<file path="config.mk">
export PLATFORM = sky130hd
export DESIGN_NAME = asn_tlb
export DESIGN_NICKNAME = d
export VERILOG_FILES = /design/src/rtl/asn_tlb_pkg.sv /design/src/rtl/asn_tlb_match.sv /design/src/rtl/asn_tlb_victim.sv /design/src/rtl/asn_tlb.sv
export SDC_FILE = /design/constraint.sdc
export NUM_CORES = 2
export LEC_CHECK = 0
export BUFFER_PORTS_ARGS = -buffer_cell sky130_fd_sc_hd__buf_2
export CAP_MARGIN = 20
export CORE_UTILIZATION = 60
export CTS_CLUSTER_DIAMETER = 150
export DETAILED_ROUTE_END_ITERATION = 10
export PLACE_DENSITY = 0.8
export SYNTH_ARGS = -nofsm -noshare
export SYNTH_HDL_FRONTEND = slang
export SYNTH_HIERARCHICAL = 1
export SYNTH_SLANG_ARGS = --single-unit
</file>
<file path="constraint.sdc">
create_clock -name clk -period 6.9 [get_ports clk]
set_input_delay 1.38 -clock clk [delete_from_list [all_inputs] [get_ports clk]]
set_output_delay 1.38 -clock clk [all_outputs]
set_load 0.03 [all_outputs]
</file>
<file path="src/rtl/asn_tlb_pkg.sv">
package asn_tlb_pkg;

    localparam int PPN_W   = 27;
    localparam int ASN_W   = 7;
    localparam int MODE_W  = 4;
    localparam int GH_W    = 2;

    localparam int PPN_LSB = 32;
    localparam int RD_LSB  = 8;
    localparam int WR_LSB  = 12;
    localparam int FR_BIT  = 1;
    localparam int FW_BIT  = 2;
    localparam int GL_BIT  = 4;
    localparam int GH_LSB  = 5;
    localparam int ASN_LSB = 57;

    typedef enum logic [1:0] {
        OP_INSERT     = 2'd0,
        OP_DROP_ALL   = 2'd1,
        OP_DROP_LOCAL = 2'd2,
        OP_DROP_ONE   = 2'd3
    } tlb_op_e;

    typedef struct packed {
        logic [PPN_W-1:0]  ppn;
        logic [MODE_W-1:0] rd_en;
        logic [MODE_W-1:0] wr_en;
        logic              flt_rd;
        logic              flt_wr;
        logic              glob;
    } pte_t;

    function automatic pte_t unpack_pte(input logic [63:0] w);
        pte_t p;
        p.ppn    = w[PPN_LSB +: PPN_W];
        p.rd_en  = w[RD_LSB +: MODE_W];
        p.wr_en  = w[WR_LSB +: MODE_W];
        p.flt_rd = w[FR_BIT];
        p.flt_wr = w[FW_BIT];
        p.glob   = w[GL_BIT];
        return p;
    endfunction

    function automatic logic [GH_W-1:0] hint_of(input logic [63:0] w);
        return w[GH_LSB +: GH_W];
    endfunction

    function automatic logic [63:0] pack_pte(input pte_t p, input logic [ASN_W-1:0] a);
        logic [63:0] w;
        w = '0;
        w[PPN_LSB +: PPN_W]  = p.ppn;
        w[RD_LSB +: MODE_W]  = p.rd_en;
        w[WR_LSB +: MODE_W]  = p.wr_en;
        w[FR_BIT]            = p.flt_rd;
        w[FW_BIT]            = p.flt_wr;
        w[GL_BIT]            = p.glob;
        w                    = w | (64'(a) << ASN_LSB);
        return w;
    endfunction

endpackage

</file>
<file path="src/rtl/asn_tlb_match.sv">
module asn_tlb_match
    import asn_tlb_pkg::*;
#(
    parameter int ENTRIES = 8,
    parameter int TAG_W   = 32,
    localparam int IDX_W  = (ENTRIES > 1) ? $clog2(ENTRIES) : 1
) (
    input  logic [ENTRIES-1:0]            vld,
    input  logic [ENTRIES-1:0][TAG_W-1:0] tags,
    input  logic [ENTRIES-1:0][ASN_W-1:0] asns,
    input  logic [ENTRIES-1:0]            glob,
    input  logic [ASN_W-1:0]              cur_asn,
    input  logic [TAG_W-1:0]              qtag,
    output logic [ENTRIES-1:0]            match,
    output logic                          any,
    output logic [IDX_W-1:0]              first
);

    for (genvar i = 0; i < ENTRIES; i++) begin : g_cmp
        assign match[i] = vld[i] && (tags[i] == qtag) && (glob[i] || (asns[i] == cur_asn));
    end

    assign any = |match;

    always_comb begin
        first = '0;
        for (int i = ENTRIES - 1; i >= 0; i--) begin
            if (match[i]) first = IDX_W'(i);
        end
    end

endmodule

</file>
<file path="src/rtl/asn_tlb_victim.sv">
module asn_tlb_victim #(
    parameter int ENTRIES = 8,
    localparam int IDX_W  = (ENTRIES > 1) ? $clog2(ENTRIES) : 1
) (
    input  logic               clk,
    input  logic               rst,
    input  logic [ENTRIES-1:0] vld,
    input  logic               advance,
    output logic [IDX_W-1:0]   vic_idx
);

    logic [IDX_W-1:0] ptr;
    logic [IDX_W-1:0] free_idx;
    logic             free_found;

    always_comb begin
        free_idx   = '0;
        free_found = 1'b0;
        for (int i = ENTRIES - 1; i >= 0; i--) begin
            if (!vld[i]) begin
                free_idx   = IDX_W'(i);
                free_found = 1'b1;
            end
        end
    end

    assign vic_idx = free_found ? free_idx : ptr;

    always_ff @(posedge clk) begin
        if (rst) begin
            ptr <= '0;
        end else if (advance && !free_found) begin
            ptr <= (ptr == IDX_W'(ENTRIES - 1)) ? '0 : ptr + 1'b1;
        end
    end

endmodule

</file>
<file path="src/rtl/asn_tlb.sv">
module asn_tlb
    import asn_tlb_pkg::*;
#(
    parameter int ENTRIES    = 8,
    parameter int TAG_W      = 32,
    parameter bit INSTR_SIDE = 1'b0
) (
    input  logic             clk,
    input  logic             rst,
    input  logic             asn_wr_en,
    input  logic [6:0]       asn_wr_data,
    input  logic             pte_wr_en,
    input  logic [63:0]      pte_wr_data,
    input  logic             cmd_valid,
    input  logic [1:0]       cmd_op,
    input  logic [TAG_W-1:0] cmd_tag,
    output logic             cmd_err,
    input  logic [TAG_W-1:0] lk_tag,
    output logic             lk_hit,
    output logic [63:0]      lk_pte,
    output logic [63:0]      pte_rdback
);

    localparam int IDX_W = (ENTRIES > 1) ? $clog2(ENTRIES) : 1;

    logic [ENTRIES-1:0]            ent_vld;
    logic [ENTRIES-1:0][TAG_W-1:0] ent_tag;
    logic [ENTRIES-1:0][ASN_W-1:0] ent_asn;
    pte_t [ENTRIES-1:0]            ent_pte;
    logic [ENTRIES-1:0]            ent_glob;

    logic [ASN_W-1:0] cur_asn;
    pte_t             stage_pte;
    logic [GH_W-1:0]  stage_gh;
    pte_t             ins_pte;

    logic [ENTRIES-1:0] lk_match, drop_match;
    logic               drop_any;
    logic [IDX_W-1:0]   lk_first, drop_first, vic_idx;

    tlb_op_e op;
    logic    ins_req, ins_ok;

    assign op      = tlb_op_e'(cmd_op);
    assign ins_req = cmd_valid && (op == OP_INSERT);
    assign ins_ok  = ins_req && (stage_gh == '0);

    for (genvar i = 0; i < ENTRIES; i++) begin : g_glob
        assign ent_glob[i] = ent_pte[i].glob;
    end

    always_comb begin
        ins_pte = stage_pte;
        if (INSTR_SIDE) ins_pte.wr_en = '0;
    end

    asn_tlb_match #(.ENTRIES(ENTRIES), .TAG_W(TAG_W)) u_lookup (
        .vld(ent_vld), .tags(ent_tag), .asns(ent_asn), .glob(ent_glob),
        .cur_asn(cur_asn), .qtag(lk_tag),
        .match(lk_match), .any(lk_hit), .first(lk_first)
    );

    asn_tlb_match #(.ENTRIES(ENTRIES), .TAG_W(TAG_W)) u_drop (
        .vld(ent_vld), .tags(ent_tag), .asns(ent_asn), .glob(ent_glob),
        .cur_asn(cur_asn), .qtag(cmd_tag),
        .match(drop_match), .any(drop_any), .first(drop_first)
    );

    asn_tlb_victim #(.ENTRIES(ENTRIES)) u_victim (
        .clk(clk), .rst(rst), .vld(ent_vld), .advance(ins_ok), .vic_idx(vic_idx)
    );

    assign lk_pte     = lk_hit ? pack_pte(ent_pte[lk_first], ent_asn[lk_first]) : '0;
    assign pte_rdback = pack_pte(stage_pte, cur_asn);

    always_ff @(posedge clk) begin
        if (rst) begin
            ent_vld   <= '0;
            ent_tag   <= '0;
            ent_asn   <= '0;
            ent_pte   <= '0;
            cur_asn   <= '0;
            stage_pte <= '0;
            stage_gh  <= '0;
            cmd_err   <= 1'b0;
        end else begin
            cmd_err <= ins_req && (stage_gh != '0);
            if (asn_wr_en) cur_asn <= asn_wr_data;
            if (pte_wr_en) begin
                stage_pte <= unpack_pte(pte_wr_data);
                stage_gh  <= hint_of(pte_wr_data);
            end
            if (cmd_valid) begin
                unique case (op)
                    OP_INSERT: begin
                        if (ins_ok) begin
                            ent_vld[vic_idx] <= 1'b1;
                            ent_tag[vic_idx] <= cmd_tag;
                            ent_asn[vic_idx] <= cur_asn;
                            ent_pte[vic_idx] <= ins_pte;
                        end
                    end
                    OP_DROP_ALL:   ent_vld <= '0;
                    OP_DROP_LOCAL: ent_vld <= ent_vld & ent_glob;
                    OP_DROP_ONE:   ent_vld <= ent_vld & ~drop_match;
                    default: ;
                endcase
            end
        end
    end

endmodule

</file>
======== After elaboration in Yosys (flattened, before gate mapping) ========
Index checks and enable logic that the tools add are counted.
storage, ports and cells
  bits of input ports ..................... 142
  register bits ........................... 675
operators by class
  add/subtract/negate cells ............... 1
  bitwise logic cells ..................... 6
  order comparisons ....................... 3
  reductions and logical operators ........ 52
  equal/unequal tests ..................... 29
  multiplexer cells ....................... 44
operators by type and width
  kind                                                        number
  equality test 32 bit                                        16
  bitwise mux 304 bit                                         1
  bitwise mux 256 bit                                         1
  bitwise OR 59 x 64 -> 64 bit                                2
  binary-select mux 38 bit (select 3 bit)                     1
  demux 38 bit (select 3 bit)                                 1
  demux 32 bit (select 3 bit)                                 1
  two-way mux 38 bit                                          2
  two-way mux 64 bit                                          1
  bitwise mux 56 bit                                          1
  equality test 7 bit                                         8
  two-way mux 3 bit                                           18
  logical AND 1 bit                                           37
  two-way mux 32 bit                                          1
  one-hot mux 8 bit (4 select lines)                          1
  binary-select mux 7 bit (select 3 bit)                      1
  demux 7 bit (select 3 bit)                                  1
  AND 8 bit                                                   2
  two-way mux 7 bit                                           2
  two-way mux 1 bit                                           9
  logical OR 1 bit                                            8
  less-than comparator 3 x 4 -> 1 bit, second input constant  2
  two-way mux 8 bit                                           1
  inverter 8 bit                                              1
  14 further kinds                                            16

======== Depth between registers and ports, before layout ========
  depth in word-level cells ............... 16
  gate-level depth with buffers ........... 17
  depth with buffers taken out ............ 12

======== Hierarchy ========
Netlist, hierarchy kept.
modules (own cells, without submodules)
  module          area an instance (µm²)  times used  cells each  seq. area each (µm²)
  asn_tlb         26,812.0                1           3,254       13,452.9
  asn_tlb_match   3,832.4                 2           478         0.0
  asn_tlb_victim  235.2                   1           31          60.1

======== Least setup slack after synthesis ========
No wires, ideal clock.
  path type ............................... input port to output port
  start point ............................. input port lk_tag[0]
  end point ............................... output port lk_pte[57]
  path buffers ............................ 5
  data arrival time ....................... 4,416 ps
  required time ........................... 5,520 ps
  setup slack ............................. 1,104 ps
  stages .................................. 16
  path through ............................ buf_2 > xor2_1 > nor4_2 > nand4_1 > or4_4 > a21oi_1 > o21bai_1 > a21oi_1 > nor2_1 > buf_2 > buf_2 > buf_4 > buf_2 > a211oi_1 > a21oi_1 > o2bb2ai_1
between the ends
  word-level cells in the longest chain between the ends .. 15
  elaborated cells between the ends (all ways) .. 39
RTL lines
  item                                                                                                      line                 source
  start, declared                                                                                           asn_tlb.sv:18        input logic [TAG_W-1:0] lk_tag,
  equality test 32 bit                                                                                      asn_tlb_match.sv:20  assign match[i] = vld[i] && (tags[i] == qtag) && (glob[i] || (asns[i] == cur_asn));
  logical AND 1 bit (2 in a row)                                                                            asn_tlb_match.sv:20
  two-way mux 3 bit (7 in a row)                                                                            asn_tlb_match.sv:28  if (match[i]) first = IDX_W'(i);
  two-way mux 3 bit *                                                                                       asn_tlb_match.sv:28
  named net lk_first[0]                                                                                     asn_tlb.sv:39        logic [IDX_W-1:0] lk_first, drop_first, vic_idx;
  binary-select mux 38 bit (select 3 bit) / binary-select mux 7 bit (select 3 bit) (equally long branches)  asn_tlb.sv:73        assign lk_pte = lk_hit ? pack_pte(ent_pte[lk_first], ent_asn[lk_first]) : '0;
  two-way mux 38 bit (implied by the code) / two-way mux 7 bit (equally long branches)                      asn_tlb.sv:73
  bitwise OR 59 x 64 -> 64 bit *                                                                            asn_tlb_pkg.sv:57    w = w | (64'(a) << ASN_LSB);
  two-way mux 64 bit *                                                                                      asn_tlb.sv:73
  end, declared                                                                                             asn_tlb.sv:20        output logic [63:0] lk_pte,
Mark *: on every way through the listed nets, which the timed path passes. The rest lies on a longest branch. The select of a mux whose other input is x is not followed.

======== Worst setup path after layout ========
  start point ............................. input port lk_tag[30]
  end point ............................... output port lk_pte[2]
between the ends
  elaborated cells between the ends (all ways) .. 37
RTL lines
  item                                      line                 source
  equality test 32 bit                      asn_tlb_match.sv:20
  logical AND 1 bit (2 in a row)            asn_tlb_match.sv:20
  named net lk_match[2]                     asn_tlb.sv:37        logic [ENTRIES-1:0] lk_match, drop_match;
  two-way mux 3 bit (3 in a row)            asn_tlb_match.sv:28
  named net lk_first[1]                     asn_tlb.sv:39
  binary-select mux 38 bit (select 3 bit)   asn_tlb.sv:73
  two-way mux 38 bit (implied by the code)  asn_tlb.sv:73
  bitwise OR 59 x 64 -> 64 bit              asn_tlb_pkg.sv:57
  two-way mux 64 bit                        asn_tlb.sv:73
The timed path passes the listed nets, and every way through them passes these cells. The select of a mux whose other input is x is not followed.

==> flow_summary_export.csv <==
group,metric,value,unit
power_and_ir_drop,power.density,237,nW/um^2
grt,first_global_vias,28338,
sta,setup_viol,0,
power_and_ir_drop,p_leak,14.1,nW
route,antenna_left,0,
route,drc_errors,0,
setup_path,arrival,5260,ps
cts,cts_hold_repair.buffers,0,
setup_path,reg2reg_to,"ent_pte[141]$_SDFFE_PP0P_",
cts,post-cts-setup-buffers,0,
final_layout,finalInstanceArea,37500,sq um
setup_path,worstSetupPathType,"input port to output pin",
cts,numCtsBuffers,73,
grt,grt_max_degree,230,
cts,cts_root_buffer,"clkbuf_16",
die,rows,87,
synthesis,syn_area_per_cell,8.19,sq um
die,die-area,58700,sq um
place,globalplace.congestion,0.951,
sta,skew,18.1,ps
die,die_height,242,um
final_layout,drive_above_1_share,0.126,
place,portBuffers,205,
setup_path,worstPathRequired,5520,ps
final_layout,fin_nets,4266,
route,dr.first_iter.drc_count,3320,
setup_path,worstSetupPathDepth,12,
grt,grt_pass1_wl,161000,um
sta,setup_slack,259,ps
route,dr.pass1.iters,5,
route,wire_per_inst,21.3,um
setup_path,cp_slowest_cell,"nor4_1",
place,pre_cts_ws,491,ps
sta,tightest_slew,1150,ps
setup_path,cp_num_buf_inv,4,
sta,finalCritPeriodShare,0.962,
run,cap_violations,0,
cts,cts.repair.resized,0,
sta,finalMaxSlewViolations,0,
run_status,status,"complete, no violations",
setup_path,endpoint,"lk_pte[2]",
setup_path,r2r_cells,6,
cts,cts_tree,"done",
grt,grt_antenna_before_repair,6,
place,dpl_cell_area,34800,sq um
setup_path,cp-start-kind,"input port",
cts,insertion_delay,630,ps
setup_path,r2r-start,"ent_vld[5]$_SDFFE_PP0P_",
die,initial_core_util,0.611,
route,vias_per_cell,6.00,
sta,slew_headroom,0.232,
cts,htreeDepth,3,
setup_path,crit_chain,"buf_2, xor2_1, nor4_1, nand4_1, nor4_2, nor2_1, a21oi_4, buf_12, buf_4, mux4_2, a22o_1, buf_2",
route,wl,105000,um
setup_path,crit_path_max_incr_delay,540,ps
final_layout,nFillCells,4546,
setup_path,critPathLaunch,"lk_tag[30]",
synthesis,synth_warnings,6,
route,vias,29628,
sta,fmax,0.151,GHz
grt,grt_overflow,0,
hold_path,holdCritPathClass,"flip-flop to flip-flop",
cts,clkSinkCount,675,
cts,path_clk_slew,60,ps
setup_path,cp_max_fo,15,
sta,setup_tns,0,ps
setup_path,path_common_cell,"buf_2",
die,io_pins,272,
die,fp.dieW,242,um
setup_path,reg2reg_slack,3420,ps
setup_path,cp-end-kind,"output pin",
power_and_ir_drop,finalPower,8.90,mW
synthesis,syn_inst,4226,
die,coreArea,56700,sq um
cts,cts_buffer_depth,3,
sta,finalHoldViolCount,0,
place,place_hpwl,61900,um
final_layout,area_growth_syn_to_layout,8.32,%
sta,fin_crit,6640,ps
sta,rsz0062_at_grt,"false",
synthesis,netlist_area,34600,sq um
setup_path,critPathTopFamily,"simple AND/OR/NAND/NOR gates",
grt,grt_usage,0.350,
power_and_ir_drop,ir_drop,0.000207,V
worst reg2reg max path, delay by kind of cell (launching register included):
family / cells / cell delay [ps]
AO/OA/AOI/OAI: 3 / 970
AND/OR/NAND/NOR: 3 / 1850
flip-flops: 1 / 550
power breakdown:
group / total, mW / internal [mW] / leakage, nW / switching [mW]
sequential: 3.98 / 3.92 / 5.45 / 0.0557
clock: 4.26 / 2.57 / 1.29 / 1.69
combinational: 0.661 / 0.196 / 7.38 / 0.465
routing by layer:
layer,track usage,wire length [um]
met5,0,60
met4,0.191,5840
met3,0.0731,11200
met2,0.572,48500
met1,0.432,39500
stage by stage:
| stage | cells | utilization | hold WS (ps) |
|---|---|---|---|
| floorplan | 4267 | - | 433 |
| global placement | 4801 | 0.614 | 438 |
| detailed placement | 4801 | 0.614 | 444 |
| CTS | 4933 | 0.660 | 452 |
| global route | 4937 | 0.661 | 470 |
| finish | 4938 | 0.661 | 452 |
layout by cell type, fill, tap and decap left out, types with 42 or more instances in the layout:
master,instances
mux4_2,82
mux2i_1,47
xor2_1,560
clkbuf_16,75
nor2_1,58
dfxtp_1,675
xnor2_1,64
buf_4,53
buf_2,204
nor4_1,128
nand2_1,1241
a21oi_1,625
a22o_1,42
conb_1,42
layout make-up:
class	count	area, sq um	area share
antenna	3	7.51	0.000200
clock buffer	101	2150	0.0574
clock inverter	31	469	0.0125
inverter	6	22.5	0.000600
multi-input combinational	3094	18700	0.498
sequential	675	13500	0.360
tap	756	946	0.0252
timing repair buffer	272	1720	0.0459
worst min path at each step:
stage | cells after the start | from | endpoint | slack (ps)
floorplan | 2 | ent_pte[100]$_SDFFE_PP0P_ | ent_pte[100]$_SDFFE_PP0P_ | 430
global placement | 2 | ent_pte[271]$_SDFFE_PP0P_ | ent_pte[271]$_SDFFE_PP0P_ | 440
detailed placement | 2 | ent_pte[285]$_SDFFE_PP0P_ | ent_pte[285]$_SDFFE_PP0P_ | 440
CTS | 2 | ent_pte[280]$_SDFFE_PP0P_ | ent_pte[280]$_SDFFE_PP0P_ | 450
global route | 2 | ent_pte[134]$_SDFFE_PP0P_ | ent_pte[134]$_SDFFE_PP0P_ | 470
finish | 2 | ent_pte[285]$_SDFFE_PP0P_ | ent_pte[285]$_SDFFE_PP0P_ | 450
registers in the layout (all words and copies together) (netlist names):
register / flops
ent_glob: 8
stage_gh: 2
ent_vld: 8
cur_asn: 7
ent_tag: 256
cmd_err: 1
u_victim/ptr: 3
ins_pte: 38
ent_pte: 296
ent_asn: 56
(Power assumes the default switching activity.)
